--- src/rtl/cce_pkg.sv ---
package cce_pkg;
  localparam int unsigned CCE_NCH = 2;
  localparam int unsigned CCE_DW  = 8;

  // polarity-adjusted comparator result
  function automatic logic pol_bit(input logic raw, input logic inv);
    return raw ^ inv;
  endfunction

  // one channel's contribution to the request before the common gates
  function automatic logic req_term(input logic flag, input logic en);
    return flag & en;
  endfunction

  // next flag value: software write first, mismatch set wins
  function automatic logic flag_next(input logic cur, input logic wr,
                                     input logic wbit, input logic set);
    return (wr ? wbit : cur) | set;
  endfunction
endpackage

--- src/rtl/cce_detect.sv ---
module cce_detect (
  input  logic clk,
  input  logic rst_n,
  input  logic raw,
  input  logic inv,
  input  logic ph1_stb,
  input  logic snap_ld,
  output logic out,
  output logic snap_q,
  output logic samp_q,
  output logic mismatch
);
  import cce_pkg::*;

  assign out = pol_bit(raw, inv);

  always_ff @(posedge clk or negedge rst_n) begin
    if (!rst_n) begin
      snap_q <= 1'b0;
    end else if (snap_ld) begin
      snap_q <= out;
    end
  end

  always_ff @(posedge clk or negedge rst_n) begin
    if (!rst_n) begin
      samp_q <= 1'b0;
    end else if (ph1_stb) begin
      samp_q <= out;
    end
  end

  assign mismatch = snap_q ^ samp_q;
endmodule

--- src/rtl/cce_flag.sv ---
module cce_flag (
  input  logic clk,
  input  logic rst_n,
  input  logic wr,
  input  logic wbit,
  input  logic set,
  output logic flag_q
);
  import cce_pkg::*;

  always_ff @(posedge clk or negedge rst_n) begin
    if (!rst_n) begin
      flag_q <= 1'b0;
    end else begin
      flag_q <= flag_next(flag_q, wr, wbit, set);
    end
  end
endmodule

--- src/rtl/cce_ctrl.sv ---
module cce_ctrl #(
  parameter int unsigned NCH = cce_pkg::CCE_NCH,
  parameter int unsigned DW  = cce_pkg::CCE_DW
) (
  input  logic           clk,
  input  logic           rst_n,
  input  logic           stat_wr,
  input  logic [DW-1:0]  wdata,
  input  logic [NCH-1:0] out_vec,
  input  logic [NCH-1:0] flag_vec,
  input  logic [NCH-1:0] ch_en,
  input  logic           periph_en,
  input  logic           global_en,
  output logic [NCH-1:0] inv_q,
  output logic [DW-1:0]  stat_rdata,
  output logic [DW-1:0]  flag_rdata,
  output logic           irq
);
  import cce_pkg::*;

  localparam int unsigned OUT_HI = DW - 1;
  localparam int unsigned INV_HI = DW - NCH - 1;
  localparam int unsigned INV_LO = DW - 2 * NCH;

  always_ff @(posedge clk or negedge rst_n) begin
    if (!rst_n) begin
      inv_q <= '0;
    end else if (stat_wr) begin
      inv_q <= wdata[INV_HI:INV_LO];
    end
  end

  always_comb begin
    stat_rdata = '0;
    stat_rdata[OUT_HI -: NCH] = out_vec;
    stat_rdata[INV_HI -: NCH] = inv_q;
  end

  always_comb begin
    flag_rdata = '0;
    flag_rdata[NCH-1:0] = flag_vec;
  end

  logic any_req;
  always_comb begin
    any_req = 1'b0;
    for (int i = 0; i < NCH; i++) begin
      any_req = any_req | req_term(flag_vec[i], ch_en[i]);
    end
  end

  assign irq = any_req & periph_en & global_en;
endmodule

--- src/rtl/cmp_chg_irq.sv ---
module cmp_chg_irq #(
  parameter int unsigned NCH = cce_pkg::CCE_NCH,
  parameter int unsigned DW  = cce_pkg::CCE_DW
) (
  input  logic           clk,
  input  logic           rst_n,
  input  logic [NCH-1:0] cmp_raw,
  input  logic           ph1_stb,
  input  logic           stat_rd,
  input  logic           stat_wr,
  input  logic           flag_wr,
  input  logic [DW-1:0]  wdata,
  input  logic [NCH-1:0] ch_en,
  input  logic           periph_en,
  input  logic           global_en,
  output logic [DW-1:0]  stat_rdata,
  output logic [DW-1:0]  flag_rdata,
  output logic [NCH-1:0] cmp_out,
  output logic [NCH-1:0] flags,
  output logic           irq
);
  // named internal events for the checker
  logic           snap_ld;
  logic [NCH-1:0] inv_q;
  logic [NCH-1:0] snap_q;
  logic [NCH-1:0] samp_q;
  logic [NCH-1:0] mismatch;

  // a write includes an implicit read
  assign snap_ld = stat_rd | stat_wr;

  for (genvar g = 0; g < NCH; g++) begin : g_ch
    cce_detect u_det (
      .clk      (clk),
      .rst_n    (rst_n),
      .raw      (cmp_raw[g]),
      .inv      (inv_q[g]),
      .ph1_stb  (ph1_stb),
      .snap_ld  (snap_ld),
      .out      (cmp_out[g]),
      .snap_q   (snap_q[g]),
      .samp_q   (samp_q[g]),
      .mismatch (mismatch[g])
    );

    cce_flag u_flg (
      .clk    (clk),
      .rst_n  (rst_n),
      .wr     (flag_wr),
      .wbit   (wdata[g]),
      .set    (mismatch[g]),
      .flag_q (flags[g])
    );
  end

  cce_ctrl #(.NCH(NCH), .DW(DW)) u_ctrl (
    .clk        (clk),
    .rst_n      (rst_n),
    .stat_wr    (stat_wr),
    .wdata      (wdata),
    .out_vec    (cmp_out),
    .flag_vec   (flags),
    .ch_en      (ch_en),
    .periph_en  (periph_en),
    .global_en  (global_en),
    .inv_q      (inv_q),
    .stat_rdata (stat_rdata),
    .flag_rdata (flag_rdata),
    .irq        (irq)
  );

  logic unused_wbits;
  assign unused_wbits = ^{wdata, snap_q, samp_q};
endmodule

--- config.mk ---
export PLATFORM = sky130hd
export DESIGN_NAME = cmp_chg_irq
export DESIGN_NICKNAME = d
export VERILOG_FILES = /design/src/rtl/cce_pkg.sv /design/src/rtl/cce_detect.sv /design/src/rtl/cce_flag.sv /design/src/rtl/cce_ctrl.sv /design/src/rtl/cmp_chg_irq.sv
export SDC_FILE = /design/constraint.sdc
export NUM_CORES = 1
export LEC_CHECK = 0
export ABC_AREA = 1
export BUFFER_PORTS_ARGS = -buffer_cell sky130_fd_sc_hd__buf_2
export CORE_MARGIN = 3
export CORE_UTILIZATION = 40
export DETAILED_ROUTE_END_ITERATION = 12
export PLACE_DENSITY_LB_ADDON = 0.3
export SETUP_SLACK_MARGIN = 0.2
export SLEW_MARGIN = 0
export SYNTH_ARGS = -nofsm -noshare
export SYNTH_HDL_FRONTEND = slang
export SYNTH_SLANG_ARGS = --single-unit
export TNS_END_PERCENT = 5
--- constraint.sdc ---
create_clock -name clk -period 2.2 [get_ports clk]
set_input_delay 0 -clock clk [delete_from_list [all_inputs] [get_ports clk]]
set_output_delay 0 -clock clk [all_outputs]
set_load 0.005 [all_outputs]
==> summary.txt, run 1 <==
Clock tree
  • Cts bufs inserted: 3
  • Bufs on Longest Clock Path: 2
  • Clock root buffer: clkbuf_4
  • Worst skew pair latency: 0.25 ns
  • Clock H-tree levels: 1
  • Clock slew at reported path FFs: 0.05 ns
  • CTS tree: built
  • Clock Sinks: 8

Detailed routing
  • 1st-pass router iterations: 2
  • DRT iter0 DRCs: 2
  • DR vias/cell: 4.15
  • DR vias: 457
  • Post-route ant nets: 0
  • Routed WL per cell: 9.25 um
  • DRC Markers: 0
  • WL final: 1020 um

Logic synthesis
  • Post-synthesis mux area share: 0%
  • Register area share after synthesis: 35.7%
  • Commonest cells post-synth: buf_4, nand2_1, dfrtp_1, inv_1
  • Synth cell types: 14
  • Xor/xnor share of the synthesized area: 3.13%
  • Area share of the largest cell type after synthesis: 35.7%
  • Top FF cell, synth: dfrtp_1
  • Synth area leaders: dfrtp_1, buf_4, nand2_1, inv_1, nand3_1
  • Post-synth ARST share: 100%
  • Synth Area per Inst: 7.57 um^2
  • Main combinational cell family by area after synthesis: buffers and inverters
  • Adder-cell share of the synthesized area: 0%
  • Synth warn: 0
  • Synth Instances: 74
  • Synthesized area: 561 um^2
  • Post-synth top area cell: dfrtp_1
  • EDFF count, synth: 0
  • Yosys reg bits: 8
  • Simple-Gate Fraction of Synth Area: 22.3%
  • Compound-Gate Fraction of Synth Area: 4.46%

Setup path
  • Data required, critical path: 2.20 ns
  • CP max FO: 3
  • Critical path launch point type: flip-flop
  • Critical path type: flip-flop to primary output
  • Crit end category: primary output
  • Arrival @ worst endpoint: 1.06 ns

STA
  • Setup violators final: 0
  • Final worst path period share: 48.1%
  • Fmax: 0.945 GHz
  • Final Hold Fails: 0
  • Final Max Tran Viols: 0
  • Clock skew: 0.000344 ns
  • TNS Setup: 0 ns
  • Final Critical Period: 1.06 ns
  • RSZ-0062 raised after global routing: false

Layout
  • Area Growth Syn to Fin: 16.7%
  • Register Area: 200 um^2
  • Nets: 118
  • Antenna cell count: 0
  • Design area: 654 um^2
  • Fillers: 132
  • Layout cell share with drive strength beyond 1: 35.4%
  • Area of the multi-input gates: 205 um^2

Global routing
  • Initial antenna violation count: 0
  • First-pass GRT wire length: 1660 um
  • Pin count of the biggest net entering global routing: 9
  • Total gr overflow: 0
  • Vias in the first global route: 434
  • Total track usage: 11.9%

Placement
  • Placed inst area: 592 um^2
  • # port buffers: 26
  • DP HPWL: 782 um
  • Placer Congestion: 0.743

Power and ir drop
  • Cell area power density: 586 nW/um^2
  • Worst vdd ir: 338 uV
  • P_leak: 0.389 nW

Floorplanning
  • Core Area: 1200 um^2
  • Initial Util: 46.7%
  • DIE WIDTH: 43.4 um
  • Ports: 41
  • Row Count: 12
  • Die height: 43.4 um
  • Die ar.: 1890 um^2

Worst hold path
  • Hold crit path type: input port to flip-flop

Job
  • Max-cap viol count: 0

Run status
  • Outcome: completed
cells by family (layout without fill, tap and decap cells):
kind of cell	count (synthesis)	in the layout
buf+inv	30	43
simple gates	28	28
flops	8	8
compound gates	5	5
xor+xnor	2	2
other cells	1	10
flip-flops by register name, summed over array words and instances (netlist names):
name and cells:
g_ch.u_flg.flag_q 2, g_ch.u_det.samp_q 2, g_ch.u_det.snap_q 2, u_ctrl.inv_q 2
critical path, cell delays in order, from the launching register on:
cell     delay (ns)
dfrtp_1        0.39
inv_1          0.07
nand2_1        0.08
and2_1         0.15
buf_2          0.12
metrics by stage:
stage | setup slack (ns) | power, mW | hold slack, ns | utilization, % | std cells
after floorplan | 1.45 | 0.265 | -0.296 | - | 83
after global placement | 1.43 | 0.267 | -0.146 | 49.3 | 103
after detailed placement | 1.42 | 0.269 | -0.147 | 49.3 | 103
after CTS | 1.13 | 0.394 | 0.00272 | 54.5 | 110
after global routing | 1.05 | 0.413 | 0.0441 | 54.5 | 110
final | 1.14 | 0.384 | 0.00888 | 54.5 | 110
path summary, 6_finish.rpt:
kind,startpoint,end,slack [ns],cells past startpoint
max,u_ctrl.inv_q[1],stat_rdata[7],1.14,4
min in group asynchronous,rst_n,u_ctrl.inv_q[1],0.13,2
min reg2reg,g_ch[1].u_det.samp_q,g_ch[1].u_det.samp_q,0.50,2
max in group asynchronous,rst_n,g_ch[1].u_flg.flag_q,1.91,2
min,stat_wr,u_ctrl.inv_q[1],0.009,2
max reg2reg,u_ctrl.inv_q[1],g_ch[1].u_det.snap_q,1.41,4
area by class of cell:
cell class	instances	area share, %
Clock buffer	3	3.44
Tap cell	14	2.68
Multi-Input combinational cell	45	31.4
Timing Repair Buffer	30	26.0
Sequential cell	8	30.6
Inverter	10	5.93
layer usage:
metal  GRT usage [%]  wire (um)
met1            11.9        356
met2            20.9        540
met3            6.64        120
met4            3.61          0
met5               0          0
power by group:
group          switching [mW]  total [mW]  internal [mW]
Combinational          0.0460      0.0943         0.0483
Clock                  0.0497       0.112         0.0624
Sequential             0.0126       0.177          0.165
Total                   0.108       0.384          0.275
layout by cell type, fill, tap and decap left out:
master / synthesis / routed
xnor2_1: 2 / 2
dfrtp_1: 8 / 8
clkinv_2: 1 / 1
nand2_2: 1 / 1
inv_1: 7 / 7
clkbuf_4: 0 / 3
and2_1: 2 / 2
dlygate4sd3_1: 0 / 4
buf_2: 0 / 26
nand2_1: 20 / 20
a21oi_1: 1 / 1
nand3_1: 4 / 4
o21ai_0: 4 / 4
inv_2: 2 / 2
conb_1: 1 / 10
nand2_4: 1 / 1
timing repair:
item,4_1_cts,5_1_grt
buffers inserted,0,0
hold endpoints to repair,12,0
hold buffers,4,0
resized for setup,0,0
No activity file was read; power rests on OpenSTA's default activity.
==> run 2: changes to the inputs <==
CORE_UTILIZATION = 38   (was 40)
clock period = 1.1 ns   (was 2.2 ns; I/O delays follow)
==> summary.txt, run 2 (synthesis results as in run 1) <==
Floorplanning
  • Initial Util: 41.5%
  • Die height: 44.4 um
  • Ports: 41
  • DIE WIDTH: 44.4 um
  • Row Count: 13
  • Core Area: 1350 um^2
  • Die ar.: 1970 um^2

Detailed routing
  • WL final: 1000 um
  • Routed met3 length: 106 um
  • Routed WL per cell: 8.88 um
  • Post-route ant nets: 0
  • DR vias: 471
  • Metal-1 WL: 352 um
  • Max Used Layer: met3
  • DRC Markers: 0
  • DR WL met2: 544 um
  • 1st-pass router iterations: 4
  • DRT iter0 DRCs: 4
  • DR vias/cell: 4.17

Global routing
  • First-pass GRT wire length: 1790 um
  • Initial antenna violation count: 0
  • Vias in the first global route: 475
  • Total track usage: 12.2%
  • Pin count of the biggest net entering global routing: 9
  • Total gr overflow: 0

Placement
  • Placer Congestion: 0.712
  • # port buffers: 26
  • Placed inst area: 593 um^2
  • DP HPWL: 761 um

STA
  • Setup violators final: 0
  • Fmax: 0.997 GHz
  • Final Hold Fails: 0
  • Final Critical Period: 1.00 ns
  • RSZ-0062 raised after global routing: true
  • Final Max Tran Viols: 0
  • Clock skew: 0.000135 ns
  • Final worst path period share: 91.2%
  • TNS Setup: 0 ns

Power and ir drop
  • P_leak: 0.411 nW
  • Seq pwr share: 44.5%
  • P_sw: 217 uW
  • Power share of the clock group: 26.8%
  • Cell area power density: 1140 nW/um^2
  • Sw Share: 27.2%
  • Combinational Power Share: 28.7%
  • Worst vdd ir: 644 uV
  • P_int: 583 uW

Layout
  • Design area: 701 um^2
  • Area Growth Syn to Fin: 25.0%
  • Commonest cells after routing, fill and taps aside: buf_2, nand2_1, conb_1
  • Nets: 120
  • Antenna cell count: 0
  • Layout cell share with drive strength beyond 1: 42.9%
  • Commonest non-fill, non-tap cell in the layout: buf_2

Clock tree
  • Worst skew pair latency: 0.24 ns
  • Clock Sinks: 8
  • Cts bufs inserted: 3
  • Clock H-tree levels: 1
  • Bufs on Longest Clock Path: 2
  • CTS tree: built
  • Clock root buffer: clkbuf_4
  • Clock slew at reported path FFs: 0.05 ns

Setup path
  • Critical path type: flip-flop to primary output
  • Crit end category: primary output
  • Critical path launch point type: flip-flop
  • CP max FO: 3
  • Arrival @ worst endpoint: 1.00 ns
  • Data required, critical path: 1.10 ns

Run status
  • Outcome: completed

Job
  • Max-cap viol count: 0

Worst hold path
  • Hold crit path type: input port to flip-flop
-- run 2: area by class of cell --
class | count | area [um^2]
fill | 141 | 649
multi-input combinational | 45 | 213
timing repair buffer | 32 | 208
sequential | 8 | 200
inverter | 10 | 38.8
clock buffer | 3 | 22.5
tap | 15 | 18.8
-- run 2: worst max-delay path, stage by stage (launching register included) --
cell and delay, ns:
dfrtp_1 0.40, nand2_1 0.11, and2_4 0.16, buf_6 0.09
-- run 2: final timing paths --
kind / start / end / slack, ns / cells past startpoint
max: u_ctrl.inv_q[1] / cmp_out[1] / 0.1 / 3
min: stat_wr / u_ctrl.inv_q[1] / 0.003 / 2
max reg2reg: u_ctrl.inv_q[1] / g_ch[1].u_det.snap_q / 0.23 / 5
min reg2reg: g_ch[0].u_det.samp_q / g_ch[0].u_det.samp_q / 0.50 / 2
max in group asynchronous: rst_n / g_ch[0].u_det.snap_q / 0.80 / 2
min in group asynchronous: rst_n / g_ch[1].u_det.snap_q / 0.13 / 2
-- run 2: stage by stage --
stage	hold WS, ns	setup slack [ns]	utilization (%)	cells	total power [mW]
5_1_grt	0.0328	0.0335	51.9	113	0.865
6_report	0.00264	0.0969	51.9	113	0.800
3_5_place_dp	-0.142	0.321	43.9	104	0.539
3_3_place_gp	-0.147	0.322	43.9	104	0.534
4_1_cts	0.00118	0.0869	51.9	113	0.817
2_1_floorplan	-0.296	0.345	-	83	0.530
-- run 2: power by group through the flow --
stage / clock network (mW) / logic (mW) / registers [mW]
floorplan: 0 / 0.175 / 0.355
global placement: 0 / 0.176 / 0.358
detailed placement: 0 / 0.180 / 0.360
CTS: 0.229 / 0.232 / 0.356
global route: 0.240 / 0.265 / 0.360
finish: 0.215 / 0.230 / 0.356
-- run 2: per-layer routing --
| layer | global-route usage, % | vias to the layer above |
|---|---|---|
| met5 | 0 | - |
| met4 | 4.82 | 0 |
| li1 | - | 240 |
| met2 | 23.0 | 24 |
| met3 | 2.44 | 0 |
| met1 | 13.0 | 207 |
-- run 2: timing repair --
| action | CTS | global route |
|---|---|---|
| hold buffers | 3 | 0 |
| gates resized for setup | 9 | 0 |
| hold endpoints to repair | 10 | 0 |
| buffers inserted | 3 | 0 |
| pin swaps | 2 | 1 |
| endpoints found under the setup margin | 5 | 9 |
==> run 3: changes to the inputs <==
ABC_AREA = not set   (was 1)
CORE_UTILIZATION = 37   (was 38)
==> summary.txt, run 3 <==
Logic synthesis
  • Post-synth ARST share: 100%
  • Synth Instances: 53
  • Top-count cell post-synth: buf_4
  • Synth warn: 0
  • Synth cell types: 13
  • Synth area leaders: dfrtp_1, buf_4, xnor2_1, mux2_2, a21oi_1
  • Synth Area per Inst: 9.54 um^2
  • Top FF cell, synth: dfrtp_1
  • Post-synth top area cell: dfrtp_1
  • Area share of the largest cell type after synthesis: 39.6%
  • EDFF count, synth: 0
  • Yosys reg bits: 8
  • Synthesized area: 505 um^2
  • Commonest cells post-synth: buf_4, dfrtp_1, a21oi_1, xnor2_1
  • Register area share after synthesis: 39.6%

Power and ir drop
  • Sw Share: 28.2%
  • Cell area power density: 1290 nW/um^2
  • P_sw: 243 uW
  • P_int: 620 uW
  • P_leak: 0.356 nW
  • Seq pwr share: 43.1%
  • Combinational Power Share: 30.3%
  • Worst vdd ir: 631 uV
  • Power share of the clock group: 26.6%

Placement
  • DP HPWL: 712 um
  • Placer Congestion: 0.680
  • # port buffers: 26

Floorplanning
  • Ports: 41
  • Die ar.: 1850 um^2
  • Initial Util: 42.6%
  • DIE WIDTH: 43.0 um
  • Core Area: 1190 um^2
  • Row Count: 12
  • Die height: 43.0 um

STA
  • Fmax: 0.977 GHz
  • RSZ-0062 raised after global routing: true
  • Min Hold Slack: 0.0167 ns
  • TNS Setup: 0 ns
  • Final Max Tran Viols: 0
  • Final Critical Period: 1.02 ns
  • Clock skew: 0.00415 ns
  • Final Hold Fails: 0
  • Final worst path period share: 93.0%
  • Setup violators final: 0

Detailed routing
  • 1st-pass router iterations: 4
  • DR vias/cell: 4.06
  • WL final: 976 um
  • DRT iter0 DRCs: 8
  • DR vias: 390
  • Routed WL per cell: 10.2 um
  • DRC Markers: 0
  • Post-route ant nets: 0

Clock tree
  • Cts bufs inserted: 3
  • CTS tree: built
  • Worst skew pair latency: 0.26 ns
  • Clock H-tree levels: 1
  • Clock slew at reported path FFs: 0.06 ns
  • Clock Sinks: 8
  • Bufs on Longest Clock Path: 2
  • Clock root buffer: clkbuf_4

Setup path
  • Worst-case reg-to-reg path depth: 2
  • Slowest CP cell: dfrtp_1
  • Crit end category: primary output
  • Crit-path max cell delay: 0.41 ns
  • Arrival @ worst endpoint: 1.02 ns
  • CP max FO: 2
  • Critical path type: flip-flop to primary output
  • Data required, critical path: 1.10 ns
  • Crit-path cells: xnor2_2 -> inv_1 -> buf_2
  • Critical path launch point type: flip-flop

Layout
  • Register Area: 200 um^2
  • Nets: 104
  • Layout cell share with drive strength beyond 1: 46.3%
  • Area of the multi-input gates: 196 um^2
  • Area Growth Syn to Fin: 32.9%
  • Commonest non-fill, non-tap cell in the layout: buf_2
  • Commonest cells after routing, fill and taps aside: buf_2, conb_1, dfrtp_1
  • Antenna cell count: 0
  • Fillers: 116

Job
  • Max-cap viol count: 0

Global routing
  • Total track usage: 11.7%
  • First-pass GRT wire length: 1590 um
  • Total gr overflow: 0
  • Vias in the first global route: 385
  • Pin count of the biggest net entering global routing: 9
  • Initial antenna violation count: 0

Worst hold path
  • Hold Path Cell Cnt: 3
  • Hold crit path type: input port to flip-flop

Run status
  • Outcome: completed
## run 3: cell types whose count changed after synthesis, moves of 2 or more
cell,before,now
a21oi_1,1,4
and2_1,2,0
inv_1,7,2
inv_2,2,0
mux2_2,0,2
mux2i_1,0,2
nand2_1,20,3
nand3_1,4,0
nor2_1,0,3
nor3_1,0,2
o21ai_0,4,0
xnor2_1,2,4
## run 3: final timing paths
check	start	endpoint	slack, ns
max	u_ctrl.inv_q[0]	cmp_out[0]	0.08
min in group asynchronous	rst_n	u_ctrl.inv_q[0]	0.11
max reg2reg	u_ctrl.inv_q[0]	u_ctrl.inv_q[0]	0.18
min reg2reg	g_ch[0].u_det.samp_q	g_ch[0].u_flg.flag_q	0.51
max in group asynchronous	rst_n	g_ch[1].u_flg.flag_q	0.82
min	flag_wr	g_ch[0].u_flg.flag_q	0.02
## run 3: power groups by stage
stage / Clock [mW] / Sequential, mW / Combinational, mW
2_1_floorplan: 0 / 0.372 / 0.200
3_3_place_gp: 0 / 0.377 / 0.195
3_5_place_dp: 0 / 0.380 / 0.199
4_1_cts: 0.238 / 0.373 / 0.264
5_1_grt: 0.258 / 0.377 / 0.293
6_report: 0.230 / 0.372 / 0.261
## run 3: worst max-delay path: cells and delay by family (launching register included)
kind / cells / cell delay, ns
DFF: 1 / 0.41
buffers and inverters: 2 / 0.18
xor gates and xnor gates: 1 / 0.17
## run 3: cell type report
| cell class | count | area share [%] |
|---|---|---|
| sequential | 8 | 29.8 |
| clock buffer | 3 | 3.35 |
| timing repair buffer | 37 | 33.9 |
| inverter | 2 | 1.12 |
| multi-input combinational | 32 | 29.2 |
| tap | 14 | 2.61 |
## run 3: logic make-up (layout without fill, tap and decap cells)
group	Yosys count	after routing	synth area share, %
other	1	10	0.742
xor gates and xnor gates	4	4	6.93
DFF	8	8	39.6
buffers and inverters	22	42	31.2
and+or+nand+nor	9	9	7.67
muxes	4	4	8.42
AOI/OAI and AO/OA	5	5	5.45
## run 3: metrics by stage
step                      total power [mW]  util, %  setup slack, ns  instances  instance area [um^2]
after global placement               0.571     45.3            0.211         82                   537
after global routing                 0.928     56.6           0.0325         96                   672
after detailed placement             0.580     45.3            0.201         82                   537
after floorplan                      0.572        -            0.293         62                   539
after CTS                            0.874     56.6            0.104         96                   672
final                                0.864     56.6           0.0765         96                   672
## run 3: repair_timing
item / 4_1_cts / 5_1_grt
hold buffers: 6 / 0
gates resized for setup: 2 / 0
setup buffers: 5 / 0
pin swaps: 3 / 0
hold endpoints to repair: 14 / 0
endpoints found under the setup margin: 8 / 15
## run 3: routing by layer
metal | global-route usage [%] | vias up | wire (um)
met4 | 5.42 | 0 | 6
met2 | 20.4 | 30 | 483
met1 | 12.6 | 162 | 346
met3 | 3.81 | 2 | 140
met5 | 0 | - | 0
li1 | - | 196 | -
